$ cat config.mk
export PLATFORM = sky130hd
export DESIGN_NAME = dram_refresh_sched
export DESIGN_NICKNAME = d
export VERILOG_FILES = /design/src/rtl/rs_pkg.sv /design/src/rtl/rs_timer.sv /design/src/rtl/rs_engine.sv /design/src/rtl/rs_host_gate.sv /design/src/rtl/dram_refresh_sched.sv
export SDC_FILE = /design/constraint.sdc
export NUM_CORES = 1
export LEC_CHECK = 0
export ABC_AREA = 0
export ABC_CLOCK_PERIOD_IN_PS = 5910
export BUFFER_PORTS_ARGS = -buffer_cell sky130_fd_sc_hd__buf_2
export CAP_MARGIN = 30
export CORE_MARGIN = 4
export CORE_UTILIZATION = 34
export DETAILED_ROUTE_END_ITERATION = 12
export GPL_TIMING_DRIVEN = 0
export SYNTH_ARGS = -nofsm -noshare
export SYNTH_HDL_FRONTEND = slang
export SYNTH_SLANG_ARGS = --single-unit
$ cat constraint.sdc
create_clock -name clk -period 5.91 [get_ports clk]
set_clock_uncertainty 0.2 [all_clocks]
set_input_delay 0 -clock clk [delete_from_list [all_inputs] [get_ports clk]]
set_output_delay 0 -clock clk [all_outputs]
set_load 0.01 [all_outputs]
$ cat src/rtl/rs_pkg.sv
package rs_pkg;
  typedef enum logic {
    ENG_IDLE = 1'b0,
    ENG_RUN  = 1'b1
  } eng_state_t;
endpackage

$ cat src/rtl/rs_timer.sv
// Boundary timer: period follows the mode latched at the previous boundary.
module rs_timer #(
  parameter int INTERVAL_CYC = 780,
  parameter int WINDOW_CYC   = 3_200_000
) (
  input  logic clk,
  input  logic rst_n,
  input  logic mode_burst,
  output logic tick,
  output logic owe_all
);
  localparam int TMR_W = $clog2(WINDOW_CYC);
  localparam logic [TMR_W-1:0] WIN_LAST = TMR_W'(WINDOW_CYC - 1);
  localparam logic [TMR_W-1:0] INT_LAST = TMR_W'(INTERVAL_CYC - 1);

  logic [TMR_W-1:0] tmr;
  logic             act_burst;
  logic [TMR_W-1:0] last_val;

  always_comb begin
    last_val = act_burst ? WIN_LAST : INT_LAST;
    tick     = (tmr == last_val);
    owe_all  = tick & mode_burst;
  end

  always_ff @(posedge clk) begin
    if (!rst_n) begin
      tmr       <= '0;
      act_burst <= 1'b0;
    end else if (tick) begin
      tmr       <= '0;
      act_burst <= mode_burst;
    end else begin
      tmr <= tmr + 1'b1;
    end
  end
endmodule

$ cat src/rtl/rs_engine.sv
// Owed-row bookkeeping and the refresh sequencer.
module rs_engine
  import rs_pkg::*;
#(
  parameter int ROWS    = 4096,
  parameter int REF_CYC = 3,
  localparam int ROW_W  = $clog2(ROWS)
) (
  input  logic             clk,
  input  logic             rst_n,
  input  logic             tick,
  input  logic             owe_all,
  input  logic             hold,
  output logic             busy,
  output logic             cmd,
  output logic [ROW_W-1:0] row,
  output logic             done,
  output logic             owed_any
);
  localparam int PEND_W = $clog2(ROWS + 1);
  localparam int CNT_W  = (REF_CYC > 1) ? $clog2(REF_CYC) : 1;
  localparam logic [CNT_W-1:0] CNT_LAST = CNT_W'(REF_CYC - 1);
  localparam logic [ROW_W-1:0] ROW_LAST = ROW_W'(ROWS - 1);

  eng_state_t        state;
  logic [CNT_W-1:0]  cnt;
  logic [PEND_W-1:0] pend, pend_nxt;
  logic [PEND_W:0]   sum;
  logic              last;

  always_comb begin
    last = (state == ENG_RUN) && (cnt == CNT_LAST);
    sum  = {1'b0, pend};
    if (tick)
      sum = sum + (owe_all ? (PEND_W+1)'(ROWS) : (PEND_W+1)'(1));
    if (last)
      sum = sum - (PEND_W+1)'(1);
    pend_nxt = (sum > (PEND_W+1)'(ROWS)) ? PEND_W'(ROWS) : sum[PEND_W-1:0];
  end

  always_ff @(posedge clk) begin
    if (!rst_n) begin
      state <= ENG_IDLE;
      cnt   <= '0;
      pend  <= '0;
      row   <= '0;
      done  <= 1'b0;
    end else begin
      pend <= pend_nxt;
      done <= 1'b0;
      case (state)
        ENG_IDLE: begin
          if (pend != '0 && !hold) begin
            state <= ENG_RUN;
            cnt   <= '0;
          end
        end
        ENG_RUN: begin
          if (last) begin
            row <= (row == ROW_LAST) ? '0 : row + 1'b1;
            cnt <= '0;
            if (pend_nxt == '0) begin
              state <= ENG_IDLE;
              done  <= 1'b1;
            end
          end else begin
            cnt <= cnt + 1'b1;
          end
        end
        default: state <= ENG_IDLE;
      endcase
    end
  end

  always_comb begin
    busy     = (state == ENG_RUN);
    cmd      = busy && (cnt == '0);
    owed_any = (pend != '0);
  end
endmodule

$ cat src/rtl/rs_host_gate.sv
// Host handshake gate: tracks one in-flight access.
module rs_host_gate (
  input  logic clk,
  input  logic rst_n,
  input  logic valid,
  input  logic host_done,
  input  logic busy,
  input  logic owed,
  output logic ready,
  output logic inflight
);
  always_comb ready = !busy && !owed && !inflight;

  always_ff @(posedge clk) begin
    if (!rst_n)
      inflight <= 1'b0;
    else if (valid && ready)
      inflight <= 1'b1;
    else if (host_done)
      inflight <= 1'b0;
  end
endmodule

$ cat src/rtl/dram_refresh_sched.sv
module dram_refresh_sched #(
  parameter int ROWS         = 4096,
  parameter int INTERVAL_CYC = 780,
  parameter int WINDOW_CYC   = 3_200_000,
  parameter int REF_CYC      = 3,
  localparam int ROW_W       = $clog2(ROWS)
) (
  input  logic             clk,
  input  logic             rst_n,
  input  logic             mode_burst,
  input  logic             host_req_valid,
  output logic             host_req_ready,
  input  logic             host_done,
  output logic             ref_cmd,
  output logic [ROW_W-1:0] ref_row,
  output logic             ref_busy,
  output logic             ref_done
);
  logic tick, owe_all, owed_any, inflight;

  rs_timer #(.INTERVAL_CYC(INTERVAL_CYC), .WINDOW_CYC(WINDOW_CYC)) timer_i (
    .clk(clk), .rst_n(rst_n), .mode_burst(mode_burst),
    .tick(tick), .owe_all(owe_all)
  );

  rs_engine #(.ROWS(ROWS), .REF_CYC(REF_CYC)) engine_i (
    .clk(clk), .rst_n(rst_n), .tick(tick), .owe_all(owe_all), .hold(inflight),
    .busy(ref_busy), .cmd(ref_cmd), .row(ref_row), .done(ref_done),
    .owed_any(owed_any)
  );

  rs_host_gate gate_i (
    .clk(clk), .rst_n(rst_n), .valid(host_req_valid), .host_done(host_done),
    .busy(ref_busy), .owed(owed_any), .ready(host_req_ready),
    .inflight(inflight)
  );
endmodule

=== Word level (Yosys, flattened, before mapping) ===
Index checks and enable logic that the tools add are counted.

* Input port bits: 5
* Bits in registers: 53
* Output and inout port bits: 16

* Bitwise gates (word level): 3
* Equal/unequal tests: 4
* Reductions and logical operators: 16
* Multiplexer cells: 16
* Add/subtract/negate cells: 5
* $lt $le $gt $ge: 1

{| class="wikitable"
|+ Operator list
! cell !! number
|-
| two-way mux 14 bit || 2
|-
| two-way mux 13 bit || 2
|-
| adder 22 x 1 -> 22 bit, second input constant || 1
|-
| equality test 22 bit || 1
|-
| two-way mux 22 bit || 1
|-
| adder 13 x 14 -> 14 bit || 1
|-
| > comparator 14 x 13 -> 1 bit, second input constant || 1
|-
| subtractor 14 x 1 -> 14 bit, second input constant || 1
|-
| zero test 13 bit || 1
|-
| nonzero test 13 bit || 1
|-
| adder 12 x 1 -> 12 bit, second input constant || 1
|-
| equality test 12 bit, second input constant || 1
|-
| two-way mux 12 bit || 1
|-
| logical AND 1 bit || 6
|-
| two-way mux 1 bit || 6
|-
| two-way mux 2 bit || 2
|-
| one-hot mux 2 bit (2 select lines) || 1
|-
| zero test 1 bit || 3
|-
| AND reduction 3 bit || 1
|-
| adder 2 x 1 -> 2 bit, second input constant || 1
|-
| equality test 2 bit, second input constant || 1
|-
| zero test 2 bit || 1
|-
| != test 2 x 1 -> 1 bit, second input constant || 1
|-
| NOT 1 bit || 2
|-
| 5 further kinds || 5
|}

=== Depth between registers and ports, before layout ===
Gate-level depths: netlist (run 1).

* Depth in word-level cells: 14
* Gate-level depth with buffers: 18

=== Modules after synthesis ===
From an unflattened synthesis (run 1), not the netlist that was laid out.

* Cell total of the unflattened synthesis: 374
* Area, all modules: 3216.8 sq um

{| class="wikitable"
|+ By module, submodules not included
! module !! cells each !! area each (sq um) !! seq. area each (sq um) !! instances
|-
| rs_engine || 235 || 1988.2 || 580.6 || 1
|-
| rs_timer || 134 || 1174.9 || 460.4 || 1
|-
| rs_host_gate || 5 || 53.8 || 20.0 || 1
|}

=== Worst setup path before layout (run 1) ===
OpenSTA, ideal clock, no wires.

* Path type: register to register
* From: reg timer_i.tmr[5]
* To: reg engine_i.done
* Period minus slack after synthesis: 4.062 ns
* Data required time: 5.649 ns
* Arrival: 3.801 ns
* Library setup time: 0.061 ns
* Stages on the path, launching flop included: 15
* Path slack: 1.848 ns
* Path buffers: 0
* Cells stage by stage: dfxtp_1 nor4_2 nand3_4 a211oi_1 nand2_1 ha_1 ha_1 or4_1 inv_1 mux2i_1 a211o_1 xnor2_1 nand2_1 and4bb_1 and4_1

* Longest elaborated chain between the ends: 11

{| class="wikitable"
|+ RTL lines
! item !! RTL line !! text
|-
| start: declaration || rs_timer.sv:16 || <nowiki>logic [TMR_W-1:0] tmr;</nowiki>
|-
| start signal: assignment || rs_timer.sv:34 || <nowiki>tmr <= tmr + 1'b1;</nowiki>
|-
| equality test 22 bit (*) || rs_timer.sv:22 || <nowiki>tick = (tmr == last_val);</nowiki>
|-
| bitwise AND 1 bit || rs_timer.sv:23 || <nowiki>owe_all = tick & mode_burst;</nowiki>
|-
| two-way mux 13 bit || rs_engine.sv:35 || <nowiki>sum = sum + (owe_all ? (PEND_W+1)'(ROWS) : (PEND_W+1)'(1));</nowiki>
|-
| adder 13 x 14 -> 14 bit || rs_engine.sv:35 ||
|-
| two-way mux 14 bit (*) || rs_engine.sv:34 || <nowiki>if (tick)</nowiki>
|-
| subtractor 14 x 1 -> 14 bit || rs_engine.sv:37 || <nowiki>sum = sum - (PEND_W+1)'(1);</nowiki>
|-
| two-way mux 14 bit (*) || rs_engine.sv:36 || <nowiki>if (last)</nowiki>
|-
| > comparator 14 x 13 -> 1 bit || rs_engine.sv:38 || <nowiki>pend_nxt = (sum > (PEND_W+1)'(ROWS)) ? PEND_W'(ROWS) : sum[PEND_W-1:0];</nowiki>
|-
| two-way mux 13 bit (*) || rs_engine.sv:38 ||
|-
| zero test 13 bit (*) || rs_engine.sv:62 || <nowiki>if (pend_nxt == '0) begin</nowiki>
|-
| two-way mux 1 bit (*) || rs_engine.sv:62 ||
|-
| end signal: assignment || rs_engine.sv:47 || <nowiki>done <= 1'b0;</nowiki>
|-
| end signal: assignment || rs_engine.sv:50 || <nowiki>done <= 1'b0;</nowiki>
|-
| end signal: assignment || rs_engine.sv:64 || <nowiki>done <= 1'b1;</nowiki>
|-
| end: declaration || rs_engine.sv:17 || <nowiki>output logic done,</nowiki>
|}

Mark *: on every way between the ends. The rest lies on a longest branch, timed or not.
A chain may end at the register's enable or synchronous reset.

=== Worst setup path after layout (run 1) ===
* From: reg timer_i.tmr[0]
* To: reg engine_i.done

Same word-level chain as after synthesis.

==> results of run 1 <==
-- worst reg2reg max path: stages, from the launching register on --
cell,delay [ns]
sky130_fd_sc_hd__dfxtp_1,0.40
sky130_fd_sc_hd__ha_1,0.25
sky130_fd_sc_hd__and4_1,0.22
sky130_fd_sc_hd__nand3_1,0.21
sky130_fd_sc_hd__a211oi_1,0.72
sky130_fd_sc_hd__nand2_1,0.25
sky130_fd_sc_hd__ha_1,0.33
sky130_fd_sc_hd__ha_1,0.31
sky130_fd_sc_hd__mux2i_1,0.21
sky130_fd_sc_hd__ha_1,0.26
sky130_fd_sc_hd__nand2_1,0.13
sky130_fd_sc_hd__and4_1,0.23
sky130_fd_sc_hd__o21ai_0,0.15
sky130_fd_sc_hd__o21ai_0,0.12
sky130_fd_sc_hd__xnor2_1,0.28
sky130_fd_sc_hd__nand3_1,0.14
sky130_fd_sc_hd__and4bb_1,0.33
sky130_fd_sc_hd__and4_1,0.20
-- registers in the layout (all words and copies together) (netlist names) --
name and count:
engine_i.row 12, timer_i.act_burst 1, engine_i.busy 1, engine_i.pend 13, gate_i.inflight 1, timer_i.tmr 22, engine_i.cnt 2, engine_i.done 1
-- kinds of logic after synthesis --
family                     synth area share
AOI/OAI and AO/OA                   0.09612
xor gates and xnor gates             0.1489
adders and majority gates           0.02863
buffers and inverters               0.02168
DFF                                  0.3468
muxes                               0.03395
and+or+nand+nor                      0.3239
-- how the worst max path moves through the flow --
stage                              start       endpoint  slack (ns)  depth (start not counted)
after global routing      timer_i.tmr[0]  engine_i.done        0.49                         17
after CTS                 timer_i.tmr[0]  engine_i.done        0.88                         17
final                     timer_i.tmr[0]  engine_i.done        0.90                         17
after detailed placement  timer_i.tmr[0]  engine_i.done        0.94                         17
after global placement    timer_i.tmr[0]  engine_i.done        0.98                         17
after floorplan           timer_i.tmr[5]  engine_i.done        1.85                         14
-- through the flow --
stage	util	worst slack (ns)
6_report	0.3951	0.9048
5_1_grt	0.3951	0.4886
4_1_cts	0.3951	0.8805
3_5_place_dp	0.3778	0.9406
3_3_place_gp	0.3778	0.9813
2_1_floorplan	-	1.848
-- synthesized netlist by cell type (6+ instances only) --
cell                       number  area share
sky130_fd_sc_hd__a21oi_1        9       0.015
sky130_fd_sc_hd__and3_1        14       0.029
sky130_fd_sc_hd__and4_1         6       0.017
sky130_fd_sc_hd__clkbuf_1       8      0.0098
sky130_fd_sc_hd__dfxtp_1       53        0.35
sky130_fd_sc_hd__ha_1           7       0.029
sky130_fd_sc_hd__inv_1          7      0.0086
sky130_fd_sc_hd__mux2i_1        7       0.023
sky130_fd_sc_hd__nand2_1       31       0.038
sky130_fd_sc_hd__nand2b_1       6       0.012
sky130_fd_sc_hd__nand3_1       19       0.031
sky130_fd_sc_hd__nand4_1       15       0.031
sky130_fd_sc_hd__nor2_1        64       0.079
sky130_fd_sc_hd__nor3_1         7       0.011
sky130_fd_sc_hd__nor4_1         7       0.014
sky130_fd_sc_hd__o21ai_0        6      0.0098
sky130_fd_sc_hd__xnor2_1       25       0.072
sky130_fd_sc_hd__xor2_1        27       0.077
-- layer usage --
| metal | global-route usage | part of all wire | routed length [um] | vias up |
|---|---|---|---|---|
| li1 | - | - | - | 1343 |
| met1 | 0.1880 | 0.50 | 3401 | 1228 |
| met2 | 0.2324 | 0.47 | 3181 | 29 |
| met3 | 0.02503 | 0.021 | 145 | 9 |
| met4 | 0.03984 | 0.013 | 91 | 0 |
| met5 | 0 | 0 | 0 | - |
-- report_power, final --
group,internal [mW],switching [mW],leakage [nW]
clock,0.127,0.122,0.0554
combinational,0.00737,0.0118,0.834
sequential,0.359,0.00248,0.428
-- area by class of cell --
class                           count  area, um2
Inverter                            7      26.28
Multi-Input combinational cell    293       1932
Clock inverter                      2      38.79
Fill cell                         910       5275
Timing Repair Buffer               24      140.1
Clock buffer                        6      72.57
Sequential cell                    53       1061
Tap cell                          108      135.1
Buffer                             10      40.04
-- placed cells by master, fill, tap and decap left out, types with 6 or more instances in the layout --
| master | n |
|---|---|
| sky130_fd_sc_hd__nand4_1 | 15 |
| sky130_fd_sc_hd__nand2b_1 | 6 |
| sky130_fd_sc_hd__nand2_1 | 31 |
| sky130_fd_sc_hd__inv_1 | 7 |
| sky130_fd_sc_hd__nor2_1 | 64 |
| sky130_fd_sc_hd__xor2_1 | 27 |
| sky130_fd_sc_hd__nor4_1 | 7 |
| sky130_fd_sc_hd__nand3_1 | 19 |
| sky130_fd_sc_hd__and3_1 | 14 |
| sky130_fd_sc_hd__and4_1 | 6 |
| sky130_fd_sc_hd__o21ai_0 | 6 |
| sky130_fd_sc_hd__clkbuf_1 | 9 |
| sky130_fd_sc_hd__xnor2_1 | 25 |
| sky130_fd_sc_hd__buf_2 | 22 |
| sky130_fd_sc_hd__nor3_1 | 7 |
| sky130_fd_sc_hd__a21oi_1 | 9 |
| sky130_fd_sc_hd__ha_1 | 7 |
| sky130_fd_sc_hd__mux2i_1 | 7 |
| sky130_fd_sc_hd__dfxtp_1 | 53 |
==> metrics.txt, run 1 <==
# TYPE chip_impl_metric gauge
chip_impl_info{name="status",value="completed"} 1
chip_impl_metric{name="die_w",unit="um"} 102.9
chip_impl_metric{name="setup_slack_on_the_worst_flop_to_flop_path",unit="ns"} 0.90
chip_impl_metric{name="synthToLayoutAreaGrowth",unit="%"} 12.64
chip_impl_metric{name="cts-buffers-inserted",unit=""} 5
chip_impl_metric{name="postCtsResizedCells",unit=""} 0
chip_impl_metric{name="instances_no_fill",unit=""} 503
chip_impl_metric{name="die-area",unit="mm2"} 0.01058
chip_impl_metric{name="synth_sequential_area_ratio",unit=""} 0.3468
chip_impl_metric{name="routed_wirelength",unit="um"} 6819
chip_impl_metric{name="worstSkewPairLatency",unit="ns"} 0.31
chip_impl_metric{name="clock_sinks",unit=""} 53
chip_impl_metric{name="critPathBufInv",unit=""} 0
chip_impl_metric{name="worstRegToRegCells",unit=""} 17
chip_impl_metric{name="drive_gt1_frac",unit=""} 0.1089
chip_impl_metric{name="power.total",unit="mW"} 0.6297
chip_impl_metric{name="final_stage_net_count",unit=""} 406
chip_impl_metric{name="die_height",unit="um"} 102.9
chip_impl_metric{name="tmin_final",unit="ns"} 5.005
chip_impl_metric{name="synth-edff-count",unit=""} 0
chip_impl_info{name="crit-reg2reg-launch",value="timer_i.tmr[0]"} 1
chip_impl_info{name="unrepaired_setup_endpoints_after_global_routing",value="no"} 1
chip_impl_metric{name="detail_route.iter0.violations",unit=""} 92
chip_impl_metric{name="viasPerCell",unit=""} 5.187
chip_impl_metric{name="cts.reportedPaths.clkPinSlew",unit="ns"} 0.10
chip_impl_metric{name="avgRoutedWirePerCell",unit="um"} 13.56
chip_impl_info{name="r2r_end",value="engine_i.done"} 1
chip_impl_metric{name="max_clock_freq",unit="MHz"} 199.8
chip_impl_metric{name="final-hold-violation-count",unit=""} 0
chip_impl_info{name="timing.critical_path.slowest_stage_cell",value="sky130_fd_sc_hd__a211oi_1"} 1
chip_impl_info{name="critical_path.startpoint_type",value="flip-flop"} 1
chip_impl_metric{name="synth-warning-count",unit=""} 0
chip_impl_metric{name="worst-endpoint-arrival",unit="ns"} 5.06
chip_impl_metric{name="top_level_ports",unit=""} 21
chip_impl_metric{name="slowest_delay",unit="ns"} 0.72
chip_impl_metric{name="power-per-cell-area",unit="mW/mm2"} 182.7
chip_impl_metric{name="count_of_cell_types_in_the_netlist",unit=""} 47
chip_impl_metric{name="placed_cells",unit=""} 491
chip_impl_info{name="hold_crit_class",value="reg -> reg"} 1
chip_impl_metric{name="grt_pass1_wl",unit="um"} 11970
chip_impl_metric{name="layout_worst_path_cycle_share",unit=""} 0.8469
chip_impl_metric{name="cts_setup_buffers",unit=""} 0
chip_impl_metric{name="num_antenna_cells",unit=""} 0
chip_impl_info{name="worstSetupPathType",value="reg -> reg"} 1
chip_impl_info{name="ctsRootBufferMaster",value="sky130_fd_sc_hd__clkbuf_8"} 1
chip_impl_metric{name="postSynthRegisterBits",unit=""} 53
chip_impl_metric{name="floorplan.initialDensity",unit=""} 0.3508
chip_impl_metric{name="grt_pass1_vias",unit=""} 2535
chip_impl_metric{name="synth_cells",unit=""} 363
chip_impl_metric{name="worst_margin_slew",unit="ns"} 0.8235
chip_impl_metric{name="postSynthNetCount",unit=""} 375
chip_impl_metric{name="final_cell_area",unit="mm2"} 0.003446
chip_impl_metric{name="finalHoldWorstSlack",unit="ns"} 0.2858
chip_impl_info{name="crit_family",value="simple AND/OR/NAND/NOR gates"} 1
chip_impl_info{name="crit_chain",value="ha_1 > and4_1 > nand3_1 > a211oi_1 > nand2_1 > ha_1 > ha_1 > mux2i_1 > ha_1 > nand2_1 > and4_1 > o21ai_0 > o21ai_0 > xnor2_1 > nand3_1 > and4bb_1 > and4_1"} 1
chip_impl_info{name="cpMostUsedCell",value="sky130_fd_sc_hd__ha_1"} 1
chip_impl_metric{name="cts_hold_repair.buffers",unit=""} 4
chip_impl_metric{name="globalRouteOverflowTotal",unit=""} 0
chip_impl_info{name="min_to",value="timer_i.tmr[0]"} 1
chip_impl_metric{name="cts_max_path_buffers",unit=""} 2
chip_impl_metric{name="vdd.ir_drop.worst",unit="mV"} 0.08615
chip_impl_metric{name="report.final.slew_viol_count",unit=""} 0
chip_impl_metric{name="maximum_fanout_encountered_on_the_critical_timing_path",unit=""} 6
chip_impl_metric{name="h-tree-depth",unit=""} 2
chip_impl_metric{name="totalNegativeSetupSlack",unit="ns"} 0
chip_impl_metric{name="slew_limit_headroom",unit=""} 0.4477
chip_impl_metric{name="via_count",unit=""} 2609
chip_impl_metric{name="max_cap_violations",unit=""} 0
chip_impl_info{name="hold_start",value="timer_i.tmr[0]"} 1
chip_impl_metric{name="critPathRequiredTime",unit="ns"} 5.97
chip_impl_metric{name="coreArea",unit="mm2"} 0.008721
chip_impl_metric{name="hold_depth",unit=""} 1
chip_impl_metric{name="ant_nets",unit=""} 0
chip_impl_metric{name="total_drc_errors_in_the_routed_layout",unit=""} 0
chip_impl_metric{name="io_buffer_count",unit=""} 20
chip_impl_metric{name="post-dp-hpwl",unit="um"} 5177
chip_impl_metric{name="avgSynthCellArea",unit="um2"} 8.428
chip_impl_metric{name="netlist_area",unit="mm2"} 0.003059
chip_impl_metric{name="dr.pass1.iters",unit=""} 4
chip_impl_info{name="cts_tree",value="built"} 1
chip_impl_metric{name="track_usage",unit=""} 0.1404
chip_impl_metric{name="largest_net_degree_at_the_start_of_global_routing",unit=""} 17
chip_impl_metric{name="synth_async_sr_flop_share",unit=""} 0
chip_impl_info{name="synth-main-ff-cell",value="sky130_fd_sc_hd__dfxtp_1"} 1
chip_impl_metric{name="routabilityCongestion",unit=""} 0.8406
chip_impl_metric{name="initial_antenna_violation_count",unit=""} 0
chip_impl_metric{name="static-leakage-power",unit="nW"} 1.317
chip_impl_metric{name="detailed_place.area",unit="mm2"} 0.003294
chip_impl_info{name="end_kind",value="flip-flop"} 1
chip_impl_metric{name="setup-violations-final",unit=""} 0
chip_impl_metric{name="rows",unit=""} 34
No activity file was read; power rests on OpenSTA's default activity.
==> inputs of run 2 (changes only) <==
- ABC_AREA: 0 -> 1
- ABC_CLOCK_PERIOD_IN_PS: 5910 -> 4400
- clock period: 5.91 -> 4.4 ns (I/O delays scaled with it)
==> run 2 against run 1 <==
  * Core utilization down 0.34 points
  * Via count up 40%
  * Cell area up 24%
  * Die area up 22%
  * Setup slack worse by 0.55 ns
  * Sequential cell count unchanged
  * Power up 27%
  * Global-route usage up 0.32 points
==> metrics.txt, run 2 <==
# TYPE chip_impl_metric gauge
chip_impl_info{name="worstSetupPathType",value="reg -> reg"} 1
chip_impl_metric{name="count_of_cell_types_in_the_netlist",unit=""} 48
chip_impl_metric{name="worst-endpoint-arrival",unit="ns"} 4.07
chip_impl_info{name="end_kind",value="flip-flop"} 1
chip_impl_metric{name="grt_pass1_wl",unit="um"} 15510
chip_impl_metric{name="synth_cells",unit=""} 571
chip_impl_metric{name="instances_no_fill",unit=""} 746
chip_impl_metric{name="worst_margin_slew",unit="ns"} 0.6979
chip_impl_metric{name="fin_util",unit=""} 0.3917
chip_impl_metric{name="power-per-cell-area",unit="mW/mm2"} 188.2
chip_impl_metric{name="drive_gt1_frac",unit=""} 0.2079
chip_impl_metric{name="final_stage_net_count",unit=""} 617
chip_impl_metric{name="die_height",unit="um"} 113.7
chip_impl_metric{name="netlist_area",unit="mm2"} 0.003797
chip_impl_info{name="status",value="completed"} 1
chip_impl_metric{name="largest_net_degree_at_the_start_of_global_routing",unit=""} 17
chip_impl_metric{name="report.final.slew_viol_count",unit=""} 0
chip_impl_info{name="synthTopCellsByArea",value="sky130_fd_sc_hd__dfxtp_1, sky130_fd_sc_hd__nand2_1, sky130_fd_sc_hd__nor2_1, sky130_fd_sc_hd__inv_1, sky130_fd_sc_hd__nand3_1"} 1
chip_impl_metric{name="power.total",unit="mW"} 0.8028
chip_impl_info{name="ctsRootBufferMaster",value="sky130_fd_sc_hd__clkbuf_8"} 1
chip_impl_metric{name="grt_pass1_vias",unit=""} 3409
chip_impl_metric{name="layout_worst_path_cycle_share",unit=""} 0.9201
chip_impl_metric{name="track_usage",unit=""} 0.1437
chip_impl_metric{name="routabilityCongestion",unit=""} 0.8914
chip_impl_metric{name="largest_register_ffs",unit=""} 22
chip_impl_metric{name="placed_cells",unit=""} 731
chip_impl_metric{name="detail_route.iter0.violations",unit=""} 176
chip_impl_metric{name="cts.reportedPaths.clkPinSlew",unit="ns"} 0.10
chip_impl_metric{name="avgRoutedWirePerCell",unit="um"} 12.10
chip_impl_metric{name="die-area",unit="mm2"} 0.01292
chip_impl_metric{name="slew_limit_headroom",unit=""} 0.5322
chip_impl_metric{name="max_cap_violations",unit=""} 0
chip_impl_metric{name="maximum_fanout_encountered_on_the_critical_timing_path",unit=""} 6
chip_impl_info{name="registers.top_by_ff_count",value="timer_i.tmr"} 1
chip_impl_metric{name="globalRouteOverflowTotal",unit=""} 0
chip_impl_metric{name="total_drc_errors_in_the_routed_layout",unit=""} 0
chip_impl_metric{name="final-hold-violation-count",unit=""} 0
chip_impl_metric{name="setup-violations-final",unit=""} 0
chip_impl_metric{name="totalNegativeSetupSlack",unit="ns"} 0
chip_impl_metric{name="io_buffer_count",unit=""} 20
chip_impl_metric{name="vdd.ir_drop.worst",unit="mV"} 0.09726
chip_impl_metric{name="die_w",unit="um"} 113.7
chip_impl_metric{name="dr.pass1.iters",unit=""} 5
chip_impl_metric{name="multi_input_area",unit="mm2"} 0.002417
chip_impl_metric{name="via_count",unit=""} 3646
chip_impl_info{name="cts_tree",value="built"} 1
chip_impl_metric{name="rows",unit=""} 38
chip_impl_metric{name="coreArea",unit="mm2"} 0.01089
chip_impl_metric{name="postSynthNetCount",unit=""} 583
chip_impl_metric{name="synth_sequential_area_ratio",unit=""} 0.2794
chip_impl_metric{name="avgSynthCellArea",unit="um2"} 6.650
chip_impl_metric{name="top_level_ports",unit=""} 21
chip_impl_info{name="synth-main-ff-cell",value="sky130_fd_sc_hd__dfxtp_1"} 1
chip_impl_info{name="post-synth-top-area-cell",value="sky130_fd_sc_hd__dfxtp_1"} 1
chip_impl_metric{name="floorplan.initialDensity",unit=""} 0.3488
chip_impl_metric{name="h-tree-depth",unit=""} 2
chip_impl_metric{name="synth_async_sr_flop_share",unit=""} 0
chip_impl_metric{name="filler_cell_count",unit=""} 1153
chip_impl_metric{name="post-route-worst-setup-slack",unit="ns"} 0.3515
chip_impl_info{name="hold_crit_class",value="reg -> reg"} 1
chip_impl_metric{name="routed_wirelength",unit="um"} 9028
chip_impl_metric{name="synth_top_area_frac",unit=""} 0.2794
chip_impl_info{name="most_frequent_standard_cell_in_the_layout_excluding_fill_and_tap_cells",value="sky130_fd_sc_hd__nand2_1"} 1
chip_impl_info{name="layout_common_cells",value="sky130_fd_sc_hd__nand2_1, sky130_fd_sc_hd__nor2_1, sky130_fd_sc_hd__inv_1, sky130_fd_sc_hd__dfxtp_1, sky130_fd_sc_hd__nand3_1"} 1
chip_impl_info{name="most_frequently_used_cell_type_in_the_post_synthesis_netlist",value="sky130_fd_sc_hd__nand2_1"} 1
chip_impl_metric{name="cts_max_path_buffers",unit=""} 2
chip_impl_metric{name="cts-buffers-inserted",unit=""} 5
chip_impl_metric{name="initial_antenna_violation_count",unit=""} 0
chip_impl_metric{name="synthToLayoutAreaGrowth",unit="%"} 12.32
chip_impl_metric{name="tmin_final",unit="ns"} 4.049
chip_impl_metric{name="num_antenna_cells",unit=""} 0
chip_impl_metric{name="postSynthRegisterBits",unit=""} 53
chip_impl_metric{name="critPathRequiredTime",unit="ns"} 4.43
chip_impl_metric{name="synth-edff-count",unit=""} 0
chip_impl_info{name="largest_registers",value="timer_i.tmr (22), engine_i.pend (13), engine_i.row (12)"} 1
chip_impl_metric{name="clock_sinks",unit=""} 53
chip_impl_info{name="critical_path.startpoint_type",value="flip-flop"} 1
chip_impl_info{name="synth_top_cells_by_count",value="sky130_fd_sc_hd__nand2_1, sky130_fd_sc_hd__nor2_1, sky130_fd_sc_hd__inv_1"} 1
chip_impl_metric{name="synth-warning-count",unit=""} 0
chip_impl_metric{name="layout.area.seq",unit="mm2"} 0.001064
chip_impl_metric{name="ant_nets",unit=""} 0
chip_impl_metric{name="static-leakage-power",unit="nW"} 1.869
chip_impl_metric{name="max_clock_freq",unit="MHz"} 247.0
chip_impl_metric{name="viasPerCell",unit=""} 4.887
chip_impl_metric{name="post-dp-hpwl",unit="um"} 7189
chip_impl_metric{name="worstSkewPairLatency",unit="ns"} 0.31
chip_impl_metric{name="dp_slack",unit="ns"} 0.1156
## run 2: cell count changes in the layout (fill, tap and decap cells not counted), sizes merged, moves of 10 or more
cell / before / now
xor2: 27 / 11
nand3: 20 / 41
nor3: 7 / 23
a21oi: 9 / 19
and3: 14 / 2
xnor2: 25 / 4
nand2: 31 / 156
nor2: 64 / 101
inv: 7 / 82
## run 2: report_power, final
part | total [mW] | internal [mW] | switching [mW]
Sequential | 0.485 | 0.483 | 0.00236
Combinational | 0.0336 | 0.0131 | 0.0205
Clock | 0.284 | 0.114 | 0.170
Total | 0.803 | 0.610 | 0.193
## run 2: per-stage QoR
step,area (um2),hold slack (ns)
after global routing,4265,0.2698
final,4265,0.2506
after CTS,4199,0.2673
after floorplan,3797,-0.07855
after detailed placement,4073,0.06781
after global placement,4073,0.05315
## run 2: final timing paths
| path | startpoint | depth (start not counted) | to | slack, ns |
|---|---|---|---|---|
| setup / recovery | timer_i.tmr[6] | 27 | engine_i.busy | 0.35 |
| hold / removal | timer_i.tmr[0] | 1 | timer_i.tmr[0] | 0.25 |
| setup reg to reg | timer_i.tmr[6] | 27 | engine_i.busy | 0.35 |
| hold reg to reg | timer_i.tmr[0] | 1 | timer_i.tmr[0] | 0.25 |
## run 2: kinds of logic after synthesis
group	synth area share
buffers and inverters	0.09423
DFF	0.2794
adders and majority gates	0.02306
and+or+nand+nor	0.5015
xor gates and xnor gates	0.03459
AOI/OAI and AO/OA	0.06722
## run 2: area by class of cell
type / instances / area share
clock inverter: 2 / 0.003227
tap: 140 / 0.04107
buffer: 8 / 0.01056
timing repair buffer: 27 / 0.03813
clock buffer: 6 / 0.01701
multi-input combinational: 428 / 0.5667
sequential: 53 / 0.2493
inverter: 82 / 0.07392
## run 2: critical path, stage by stage (launching register included)
cell                       delay, ns
sky130_fd_sc_hd__dfxtp_1        0.44
sky130_fd_sc_hd__nand2_2        0.13
sky130_fd_sc_hd__nor2_4         0.14
sky130_fd_sc_hd__nand2_1        0.10
sky130_fd_sc_hd__a21oi_4        0.16
sky130_fd_sc_hd__nand3_4        0.10
sky130_fd_sc_hd__inv_1          0.10
sky130_fd_sc_hd__nand2_2        0.10
sky130_fd_sc_hd__ha_2           0.20
sky130_fd_sc_hd__ha_1           0.27
sky130_fd_sc_hd__nand4_1        0.12
sky130_fd_sc_hd__nand2_2        0.10
sky130_fd_sc_hd__inv_1          0.06
sky130_fd_sc_hd__ha_1           0.14
sky130_fd_sc_hd__nand2_1        0.06
sky130_fd_sc_hd__nand3b_4       0.22
sky130_fd_sc_hd__nor2_4         0.18
sky130_fd_sc_hd__buf_4          0.14
sky130_fd_sc_hd__xor2_1         0.26
sky130_fd_sc_hd__nor2_1         0.09
sky130_fd_sc_hd__nand2_1        0.08
sky130_fd_sc_hd__nor2_2         0.04
sky130_fd_sc_hd__nand3_2        0.06
sky130_fd_sc_hd__nand2_4        0.07
sky130_fd_sc_hd__o211ai_1       0.10
sky130_fd_sc_hd__nand3_2        0.13
sky130_fd_sc_hd__nor2_2         0.11
sky130_fd_sc_hd__nor2_2         0.03
## run 2: layer usage
metal | share of wire | GRT usage | wire length (um) | vias to the layer above
met2 | 0.46 | 0.2434 | 4166 | 73
met1 | 0.49 | 0.1953 | 4417 | 1659
met4 | 0.013 | 0.03446 | 121 | 0
met3 | 0.036 | 0.01698 | 322 | 13
li1 | - | - | - | 1901
met5 | 0 | 0 | 0 | -
## run 2: repair_timing
action                     in CTS  in global routing
setup buffers                   0                  3
setup endpoints to repair       0                 12
gates resized for setup         0                 11
hold endpoints to repair       20                  0
hold buffers                    4                  0
